==> src/rtl/pic_pkg.sv <==
package pic_pkg;
    typedef enum logic [1:0] {
        CFG_RUN  = 2'd0,
        CFG_BASE = 2'd1,
        CFG_CASC = 2'd2,
        CFG_MODE = 2'd3
    } cfg_state_t;

    typedef enum logic {
        RSEL_REQ = 1'b0,
        RSEL_SVC = 1'b1
    } rsel_t;

    localparam logic [7:0] CMD_INIT     = 8'h11;
    localparam logic [7:0] CMD_RD_REQ   = 8'h0A;
    localparam logic [7:0] CMD_RD_SVC   = 8'h0B;
    localparam logic [4:0] CMD_EOI_HI   = 5'b01100;
    localparam int         MODE_AEOI_BIT = 1;
endpackage

==> src/rtl/pic_prio_enc.sv <==
module pic_prio_enc #(
    parameter int N  = 8,
    localparam int LW = $clog2(N)
) (
    input  logic [N-1:0]  vec,
    output logic          any,
    output logic [LW-1:0] lvl
);
    // Lowest index wins: scan from the top down so index 0 is assigned last.
    always_comb begin
        any = |vec;
        lvl = '0;
        for (int i = N - 1; i >= 0; i--) begin
            if (vec[i]) lvl = LW'(i);
        end
    end
endmodule

==> src/rtl/pic_cfg_ctrl.sv <==
module pic_cfg_ctrl
    import pic_pkg::*;
#(
    parameter int DW = 8,
    localparam int LW = $clog2(DW)
) (
    input  logic          clk,
    input  logic          rst_n,
    input  logic          we,
    input  logic          sel,
    input  logic [DW-1:0] wdata,
    output logic [DW-1:0] mask,
    output logic [DW-1:0] vbase,
    output logic [DW-1:0] casc,
    output logic          aeoi,
    output rsel_t         rsel,
    output logic          init_stb,
    output logic          eoi_stb,
    output logic [LW-1:0] eoi_lvl
);
    cfg_state_t state_q, state_d;
    logic cmd_wr, dat_wr;

    assign cmd_wr = we && !sel;
    assign dat_wr = we && sel;

    // Command decode (init may arrive in any state)
    always_comb begin
        init_stb = cmd_wr && (wdata == CMD_INIT);
        eoi_stb  = cmd_wr && (state_q == CFG_RUN) && (wdata[7:3] == CMD_EOI_HI);
        eoi_lvl  = wdata[LW-1:0];
    end

    // Next-state logic
    always_comb begin
        state_d = state_q;
        if (init_stb) begin
            state_d = CFG_BASE;
        end else if (dat_wr) begin
            unique case (state_q)
                CFG_RUN:  state_d = CFG_RUN;
                CFG_BASE: state_d = CFG_CASC;
                CFG_CASC: state_d = CFG_MODE;
                CFG_MODE: state_d = CFG_RUN;
            endcase
        end
    end

    // State register
    always_ff @(posedge clk) begin
        if (!rst_n) state_q <= CFG_RUN;
        else        state_q <= state_d;
    end

    // Output registers
    always_ff @(posedge clk) begin
        if (!rst_n) begin
            mask  <= '0;
            vbase <= '0;
            casc  <= '0;
            aeoi  <= 1'b0;
            rsel  <= RSEL_REQ;
        end else if (init_stb) begin
            mask  <= '0;
            aeoi  <= 1'b0;
            rsel  <= RSEL_REQ;
        end else if (dat_wr) begin
            unique case (state_q)
                CFG_RUN:  mask  <= wdata;
                CFG_BASE: vbase <= wdata;
                CFG_CASC: casc  <= wdata;
                CFG_MODE: aeoi  <= wdata[MODE_AEOI_BIT];
            endcase
        end else if (cmd_wr && state_q == CFG_RUN) begin
            if (wdata == CMD_RD_SVC)      rsel <= RSEL_SVC;
            else if (wdata == CMD_RD_REQ) rsel <= RSEL_REQ;
        end
    end

    a_r1_mode_to_run: assert property (@(posedge clk) disable iff (!rst_n)
        (state_q == CFG_MODE && dat_wr && !init_stb) |=> (state_q == CFG_RUN));
    a_r1_no_mask_in_setup: assert property (@(posedge clk) disable iff (!rst_n)
        (state_q != CFG_RUN && !init_stb) |=> $stable(mask));
    a_r2_init_clears: assert property (@(posedge clk) disable iff (!rst_n)
        init_stb |=> (mask == '0 && !aeoi && rsel == RSEL_REQ && state_q == CFG_BASE));
endmodule

==> src/rtl/pic_req_bank.sv <==
module pic_req_bank #(
    parameter int N  = 8,
    localparam int LW = $clog2(N)
) (
    input  logic          clk,
    input  logic          rst_n,
    input  logic [N-1:0]  irq_in,
    input  logic [N-1:0]  mask,
    input  logic          init_stb,
    input  logic          ack,
    input  logic          aeoi,
    input  logic          eoi_stb,
    input  logic [LW-1:0] eoi_lvl,
    output logic [N-1:0]  irr,
    output logic [N-1:0]  isr,
    output logic          int_req,
    output logic          vec_valid,
    output logic [LW-1:0] vec_lvl
);
    logic [N-1:0]  prev_q, rise, pend, grant_vec, eoi_vec;
    logic          pend_any, svc_any, grant;
    logic [LW-1:0] pend_lvl, svc_lvl;

    pic_prio_enc #(.N(N)) u_pend_enc (.vec(pend), .any(pend_any), .lvl(pend_lvl));
    pic_prio_enc #(.N(N)) u_svc_enc  (.vec(isr),  .any(svc_any),  .lvl(svc_lvl));

    always_comb begin
        rise    = irq_in & ~prev_q;
        pend    = irr & ~mask;
        int_req = pend_any && (!svc_any || pend_lvl < svc_lvl);
        grant   = ack && int_req;
    end

    genvar g;
    generate
        for (g = 0; g < N; g++) begin : g_bit
            assign grant_vec[g] = grant && (pend_lvl == LW'(g));
            assign eoi_vec[g]   = eoi_stb && (eoi_lvl == LW'(g));
        end
    endgenerate

    always_ff @(posedge clk) begin
        if (!rst_n) begin
            prev_q    <= '0;
            irr       <= '0;
            isr       <= '0;
            vec_valid <= 1'b0;
            vec_lvl   <= '0;
        end else begin
            prev_q    <= irq_in;
            vec_valid <= ack;
            if (ack) vec_lvl <= grant ? pend_lvl : LW'(N - 1);
            if (init_stb) begin
                irr <= '0;
                isr <= '0;
            end else begin
                irr <= (irr & ~grant_vec) | rise;
                isr <= (isr & ~eoi_vec) | (aeoi ? '0 : grant_vec);
            end
        end
    end

    a_r6_ack_vec: assert property (@(posedge clk) disable iff (!rst_n)
        ack |=> vec_valid);
    a_r4_req_hold: assert property (@(posedge clk) disable iff (!rst_n)
        (!ack && !init_stb) |=> ((irr & $past(irr)) == $past(irr)));
    a_r5_req_pending: assert property (@(posedge clk) disable iff (!rst_n)
        int_req |-> (|(irr & ~mask)));
    a_r9_eoi_clears: assert property (@(posedge clk) disable iff (!rst_n)
        (eoi_stb && !ack) |=> !isr[$past(eoi_lvl)]);
    a_r10_aeoi_no_svc: assert property (@(posedge clk) disable iff (!rst_n)
        (ack && aeoi && !init_stb) |=> ((isr & ~$past(isr)) == '0));
    a_r7_spurious_still: assert property (@(posedge clk) disable iff (!rst_n)
        (ack && !int_req && !eoi_stb && !init_stb) |=> $stable(isr));
endmodule

==> src/rtl/prog_irq_ctrl.sv <==
module prog_irq_ctrl
    import pic_pkg::*;
#(
    parameter int N  = 8,
    localparam int LW = $clog2(N)
) (
    input  logic         clk,
    input  logic         rst_n,
    input  logic         bus_we,
    input  logic         bus_sel,
    input  logic [N-1:0] bus_wdata,
    output logic [N-1:0] bus_rdata,
    input  logic [N-1:0] irq_in,
    output logic         int_req,
    input  logic         int_ack,
    output logic         vec_valid,
    output logic [N-1:0] vec_out,
    output logic [N-1:0] casc_cfg
);
    logic [N-1:0]  mask, vbase, irr, isr;
    logic          aeoi, init_stb, eoi_stb;
    logic [LW-1:0] eoi_lvl, vec_lvl;
    rsel_t         rsel;

    pic_cfg_ctrl #(.DW(N)) u_cfg (
        .clk(clk), .rst_n(rst_n), .we(bus_we), .sel(bus_sel), .wdata(bus_wdata),
        .mask(mask), .vbase(vbase), .casc(casc_cfg), .aeoi(aeoi), .rsel(rsel),
        .init_stb(init_stb), .eoi_stb(eoi_stb), .eoi_lvl(eoi_lvl)
    );

    pic_req_bank #(.N(N)) u_bank (
        .clk(clk), .rst_n(rst_n), .irq_in(irq_in), .mask(mask),
        .init_stb(init_stb), .ack(int_ack), .aeoi(aeoi),
        .eoi_stb(eoi_stb), .eoi_lvl(eoi_lvl),
        .irr(irr), .isr(isr), .int_req(int_req),
        .vec_valid(vec_valid), .vec_lvl(vec_lvl)
    );

    always_comb begin
        vec_out   = vbase + {{(N - LW){1'b0}}, vec_lvl};
        bus_rdata = bus_sel ? mask : ((rsel == RSEL_SVC) ? isr : irr);
    end
endmodule

==> config.mk <==
export PLATFORM = sky130hd
export DESIGN_NAME = prog_irq_ctrl
export DESIGN_NICKNAME = d
export VERILOG_FILES = /design/src/rtl/pic_pkg.sv /design/src/rtl/pic_prio_enc.sv /design/src/rtl/pic_cfg_ctrl.sv /design/src/rtl/pic_req_bank.sv /design/src/rtl/prog_irq_ctrl.sv
export SDC_FILE = /design/constraint.sdc
export NUM_CORES = 1
export LEC_CHECK = 0
export ABC_AREA = 1
export BUFFER_PORTS_ARGS = -buffer_cell sky130_fd_sc_hd__buf_2
export CAP_MARGIN = 10
export CORE_MARGIN = 2
export CORE_UTILIZATION = 54
export DETAILED_ROUTE_END_ITERATION = 7
export PLACE_DENSITY = 0.78
export SETUP_SLACK_MARGIN = 0.4
export SLEW_MARGIN = 5
export SYNTH_ARGS = -nofsm -noshare
export SYNTH_HDL_FRONTEND = slang
export SYNTH_SLANG_ARGS = --single-unit
==> constraint.sdc <==
create_clock -name clk -period 4 [get_ports clk]
set_clock_uncertainty 0.1 [all_clocks]
set_input_delay 0.8 -clock clk [delete_from_list [all_inputs] [get_ports clk]]
set_output_delay 0.8 -clock clk [all_outputs]
set_load 0.03 [all_outputs]
# Word-level counts from Yosys, hierarchy flattened
# Cells that the tools add are included.
[classes] add_sub_neg=1 reduce_logical=40 bitwise=13 n_eq_ne=21 magnitude_cmp=1 n_mux=25
[ops] op="$mux 3" n=17
[ops] op="$and 8x8->8" n=4
[ops] op="$not 8->8" n=4
[ops] op="$eq 3x3->1 const B" n=8
[ops] op="$mux 8" n=3
[ops] op="$logic_and 1x1->1" n=23
[ops] op="$eq 8x4->1 const B" n=2
[ops] op="$or 8x8->8" n=2
[ops] op="$reduce_or 8->1" n=2
[ops] op="$eq 3x2->1 const B" n=4
[ops] op="$reduce_and 3->1" n=3
[ops] op="$add 8x3->8" n=1
[ops] op="$eq 8x5->1 const B" n=1
[ops] op="$eq 3x1->1 const B" n=2
[ops] op="$logic_not 3->1" n=2
[ops] op="$pmux 2 s3" n=1
[ops] op="$eq 5x4->1 const B" n=1
[ops] op="$eq 2x2->1 const B" n=2
[ops] op="$mux 1" n=4
[ops] op="$reduce_and 2->1" n=2
[ops] op="$reduce_bool 2->1" n=2
[ops] op="$reduce_or 2->1" n=2
[ops] op="$lt 3x3->1" n=1
[ops] op="$not 1->1" n=3
[ops] op="4 further kinds" n=5
[word_totals] elab_cells=113 ff_bits=56 output_inout_bits=26

# Depth between registers and ports, before layout
[depth] ltp_word=18 depth_mapped=18 ltp_nobuf=18

# Modules after synthesis
# From an unflattened synthesis, not the netlist that was laid out.
[hier_totals] cells_unflattened=491 hier_area_um2=3195.6
[by_module_without_submodules] mod="pic_cfg_ctrl" seq_area_each_um2=560.5 area_each_um2=1301.2 n_inst=1 cells_each=176
[by_module_without_submodules] mod="pic_req_bank" seq_area_each_um2=560.5 area_each_um2=1283.7 n_inst=1 cells_each=189
[by_module_without_submodules] mod="prog_irq_ctrl" seq_area_each_um2=0.0 area_each_um2=412.9 n_inst=1 cells_each=82
[by_module_without_submodules] mod="pic_prio_enc" seq_area_each_um2=0.0 area_each_um2=98.8 n_inst=2 cells_each=22

# Worst setup path after synthesis
# No wires, ideal clock.
[synth_timing] path_kind="register -> output" start="register u_cfg.vbase[0]" end="output vec_out[6]" path_stages_with_launch=7 n_path_buf=0 required_time_ns=3.100 slack_ns=1.268 arrival_ns=1.832 path_cell_list="dfxtp_1 -> ha_1 -> inv_1 -> fa_1 -> o21ai_0 -> nand3_1 -> xor2_1"
[synth_via] elab_chain_cells=1
[synth_rtl] item="start, declared" line="pic_cfg_ctrl.sv:13" source="output logic [DW-1:0] vbase,"
[synth_rtl] item="start signal, assigned" line="pic_cfg_ctrl.sv:70" source="CFG_BASE: vbase <= wdata;"
[synth_rtl] item="$add 8x3->8" line="prog_irq_ctrl.sv:40" source="vec_out = vbase + {{(N - LW){1'b0}}, vec_lvl};"
[synth_rtl] item="end, declared" line="prog_irq_ctrl.sv:17" source="output logic [N-1:0] vec_out,"
# Every way passes these cells.

# Worst setup path in the final report
[layout_timing] start="register u_cfg.mask[0]" end="output int_req"
[layout_via] elab_chain_cells=6 word_cells_on_any_way=7 classes_between="order compare: 1; mux: 1; bitwise: 2; reduce/logical: 3"
[layout_rtl] item="start, declared" line="pic_cfg_ctrl.sv:12" source="output logic [DW-1:0] mask,"
[layout_rtl] item="start signal, assigned" line="pic_cfg_ctrl.sv:69" source="CFG_RUN: mask <= wdata;"
[layout_rtl] item="$not 8->8 (*)" line="pic_req_bank.sv:29" source="pend = irr & ~mask;"
[layout_rtl] item="$and 8x8->8 (*)" line="pic_req_bank.sv:29"
[layout_rtl] item="$mux 3" line="pic_prio_enc.sv:14" source="if (vec[i]) lvl = LW'(i);"
[layout_rtl] item="$lt 3x3->1" line="pic_req_bank.sv:30" source="int_req = pend_any && (!svc_any || pend_lvl < svc_lvl);"
[layout_rtl] item="$logic_or 1x1->1" line="pic_req_bank.sv:30"
[layout_rtl] item="$logic_and 1x1->1 (*)" line="pic_req_bank.sv:30"
[layout_rtl] item="end, declared" line="prog_irq_ctrl.sv:14" source="output logic int_req,"
# Mark *: on every way between the ends. The rest lies on a longest branch, timed or not.

==> results.sh <==
export IMPL_vias=2827
export IMPL_hold_start="u_cfg.casc[2]$_SDFFE_PN0P_"
export IMPL_outcome="complete, no violations"
export IMPL_synth_common_cells="nand2_1 (88), inv_1 (68), dfxtp_1 (56)"
export IMPL_drt_iter0_drc=237
export IMPL_drcViolationCount=0
export IMPL_timing_rr_start="u_cfg.mask[0]$_SDFFE_PP0P_"
export IMPL_ctsHoldBuffers=0
export IMPL_cts_resized=0
export IMPL_grt_usage_pct=23.81
export IMPL_end_kind="primary output"
export IMPL_syn_nets=457
export IMPL_cp_max_fo=9
export IMPL_required_ps=3100
export IMPL_first_global_vias=2583
export IMPL_numCtsBuffers=5
export IMPL_ys_ff_latch=56
export IMPL_route_antenna_remaining_nets=0
export IMPL_fin_crit_sh_pct=81.15
export IMPL_rows=26
export IMPL_fin_tns_setup_ps=0
export IMPL_grt_first_pass_wirelength_um=11800
export IMPL_root_buffer="clkbuf_8"
export IMPL_hold_viol=0
export IMPL_finalMaxSlewViolations=0
export IMPL_clk_path_buf_depth=2
export IMPL_routed_wl_um=6995
export IMPL_fin_area_mm2=0.003274
export IMPL_synthCells=425
export IMPL_initial_core_util_pct=56.87
export IMPL_rsz0062_at_grt="no"
export IMPL_finalWeightedCongestion=0.8823
export IMPL_io_pin_count=47
export IMPL_vias_per_cell=5.304
export IMPL_worstSkewPairLatency_ps=300
export IMPL_ys_types=34
export IMPL_reg2regPathDepth=14
export IMPL_use_met1_pct=30.71
export IMPL_use_met3_pct=3.953
export IMPL_setup_viol=0
export IMPL_yosysWarnings=0
export IMPL_grt_max_degree=28
export IMPL_post_cts_buffers=0
export IMPL_wl_per_cell_um=13.12
export IMPL_syn_cell_area_mm2=0.002942
export IMPL_fillers=474
export IMPL_die_width_um=77.81
export IMPL_relSlewSlack_pct=37.66
export IMPL_nets=494
export IMPL_synth_area_per_cell_um2=6.921
export IMPL_grt_ovfl_total=0
export IMPL_cts_tree="yes"
export IMPL_area_growth_pct=11.31
export IMPL_ys_seq_area_share_pct=38.11
export IMPL_drv_cap=0
export IMPL_hpwl_um=5231
export IMPL_worstHoldPathCells=2
export IMPL_synthFlopType="dfxtp_1"
export IMPL_powerDensity_mw_per_mm2=380.8
export IMPL_cp_data_arrival_time_ps=2350
export IMPL_synth_top_area_share_pct=38.11
export IMPL_leakage_nw=1.602
export IMPL_rrSetupSlack_ps=1650
export IMPL_die_height_um=77.81
export IMPL_vdd_drop_max_mv=0.3106
export IMPL_regToRegEndpoint="u_bank.isr[2]$_SDFF_PP0_"
export IMPL_worst_pin_slew_ps=932.9
export IMPL_grt_met2_usage_pct=41.12
export IMPL_dpl_cell_area_mm2=0.003181
export IMPL_min_path_type="flip-flop to flip-flop"
export IMPL_antenna_found_initial=0
export IMPL_crit_type="flip-flop to primary output"
export IMPL_start_kind="flip-flop"
export IMPL_synth_top_cell_by_area="dfxtp_1"
export IMPL_drive_gt1_share_pct=14.69
export IMPL_clkSinkCount=56
export IMPL_die_area_mm2=0.006054
export IMPL_setup_worst_path_start="u_cfg.mask[0]$_SDFFE_PP0P_"
export IMPL_async_reset_ff_share_pct=0
export IMPL_clkTransAtPathRegs_ps=100
export IMPL_synth_area_leaders="dfxtp_1 (38%), nand2_1 (11%), a21oi_1 (9.4%)"
export IMPL_synth_edf_count=0
export IMPL_maxClockFrequency_mhz=308.1
export IMPL_first_pass_iters=4
export IMPL_antennaDiodeCount=0
export IMPL_coreArea_mm2=0.005172
export IMPL_grt_busiest_layer="met2"
export IMPL_io_buffers=46
export IMPL_htree_levels=2
export IMPL_hold_end="u_cfg.casc[2]$_SDFFE_PN0P_"
export IMPL_min_period_ps=3246
export IMPL_synth_most_common_cell="nand2_1"
where the power goes:
part	internal, mW	switching [mW]	leakage, nW
clock	0.141	0.176	0.0445
sequential	0.588	0.0205	0.458
combinational	0.102	0.220	1.10
total	0.831	0.416	1.60
cell families after synthesis:
logic type / after synthesis / share of synthesized area [%]
adders and majority gates: 11 / 4.934
AOI/OAI and AO/OA: 88 / 16.97
DFF: 56 / 38.11
xor gates and xnor gates: 6 / 1.786
and+or+nand+nor: 177 / 26.33
buffers and inverters: 87 / 11.87
critical path, stage by stage, from the launching register on:
cell and delay (ps):
dfxtp_1 350, inv_1 70, nand2_2 90, nand2_1 110, nor2_1 210, o21ai_2 150, inv_1 160, ha_1 270
a21oi_1 130, nand2_1 100, nand2_4 100, nand2_1 90, inv_1 60, buf_2 180
worst max path at each step:
stage,to,slack (ps),cells after the start
6_report,int_req,750,13
5_1_grt,int_req,580,13
4_1_cts,int_req,760,13
3_5_place_dp,int_req,1080,13
3_3_place_gp,int_req,1210,15
2_1_floorplan,vec_out[6],1270,6
layout make-up:
type	instances	area [um2]	share of cell area (%)
clock inverter	1	7.507	0.2293
inverter	70	262.8	8.024
tap	70	87.58	2.675
multi-input combinational	282	1471	44.94
sequential	56	1121	34.24
clock buffer	7	86.33	2.637
timing repair buffer	47	237.7	7.260
state kept, by name, summed over array words and instances (netlist names):
register,flops
u_bank.irr,8
u_bank.isr,8
u_bank.prev_q,8
u_bank.vec_lvl,3
u_bank.vec_valid,1
u_cfg.aeoi,1
u_cfg.casc,8
u_cfg.mask,8
u_cfg.rsel,1
u_cfg.state_q,2
u_cfg.vbase,8
metal layers:
layer | up-vias | wire length, um
li1 | 1442 | -
met2 | 92 | 3243
met5 | - | 0
met3 | 10 | 402
met4 | 0 | 115
met1 | 1283 | 3233
per-stage QoR:
step	std cells	hold WS, ps	util, %	setup WS, ps	power [mW]
2_1_floorplan	425	341.1	-	1268	0.8604
3_3_place_gp	525	347.4	61.49	1210	0.9305
3_5_place_dp	525	351.1	61.49	1083	0.9386
4_1_cts	533	364.3	63.30	755.9	1.252
5_1_grt	533	384.8	63.30	577.8	1.318
6_report	533	367.2	63.30	754.2	1.247
placed cells by master (no fill, tap or decap), types with 5 or more instances in the layout:
cell type	netlist	final
clkbuf_8	0	6
inv_1	68	68
nor3_1	8	8
xor2_1	5	5
nand2_2	5	5
dfxtp_1	56	56
nand2_1	88	88
nand3_1	24	24
nand4_1	10	10
o21ai_0	16	16
nor2_1	35	35
ha_1	10	10
buf_2	3	46
a21oi_1	55	55
No activity file was read; power rests on OpenSTA's default activity.
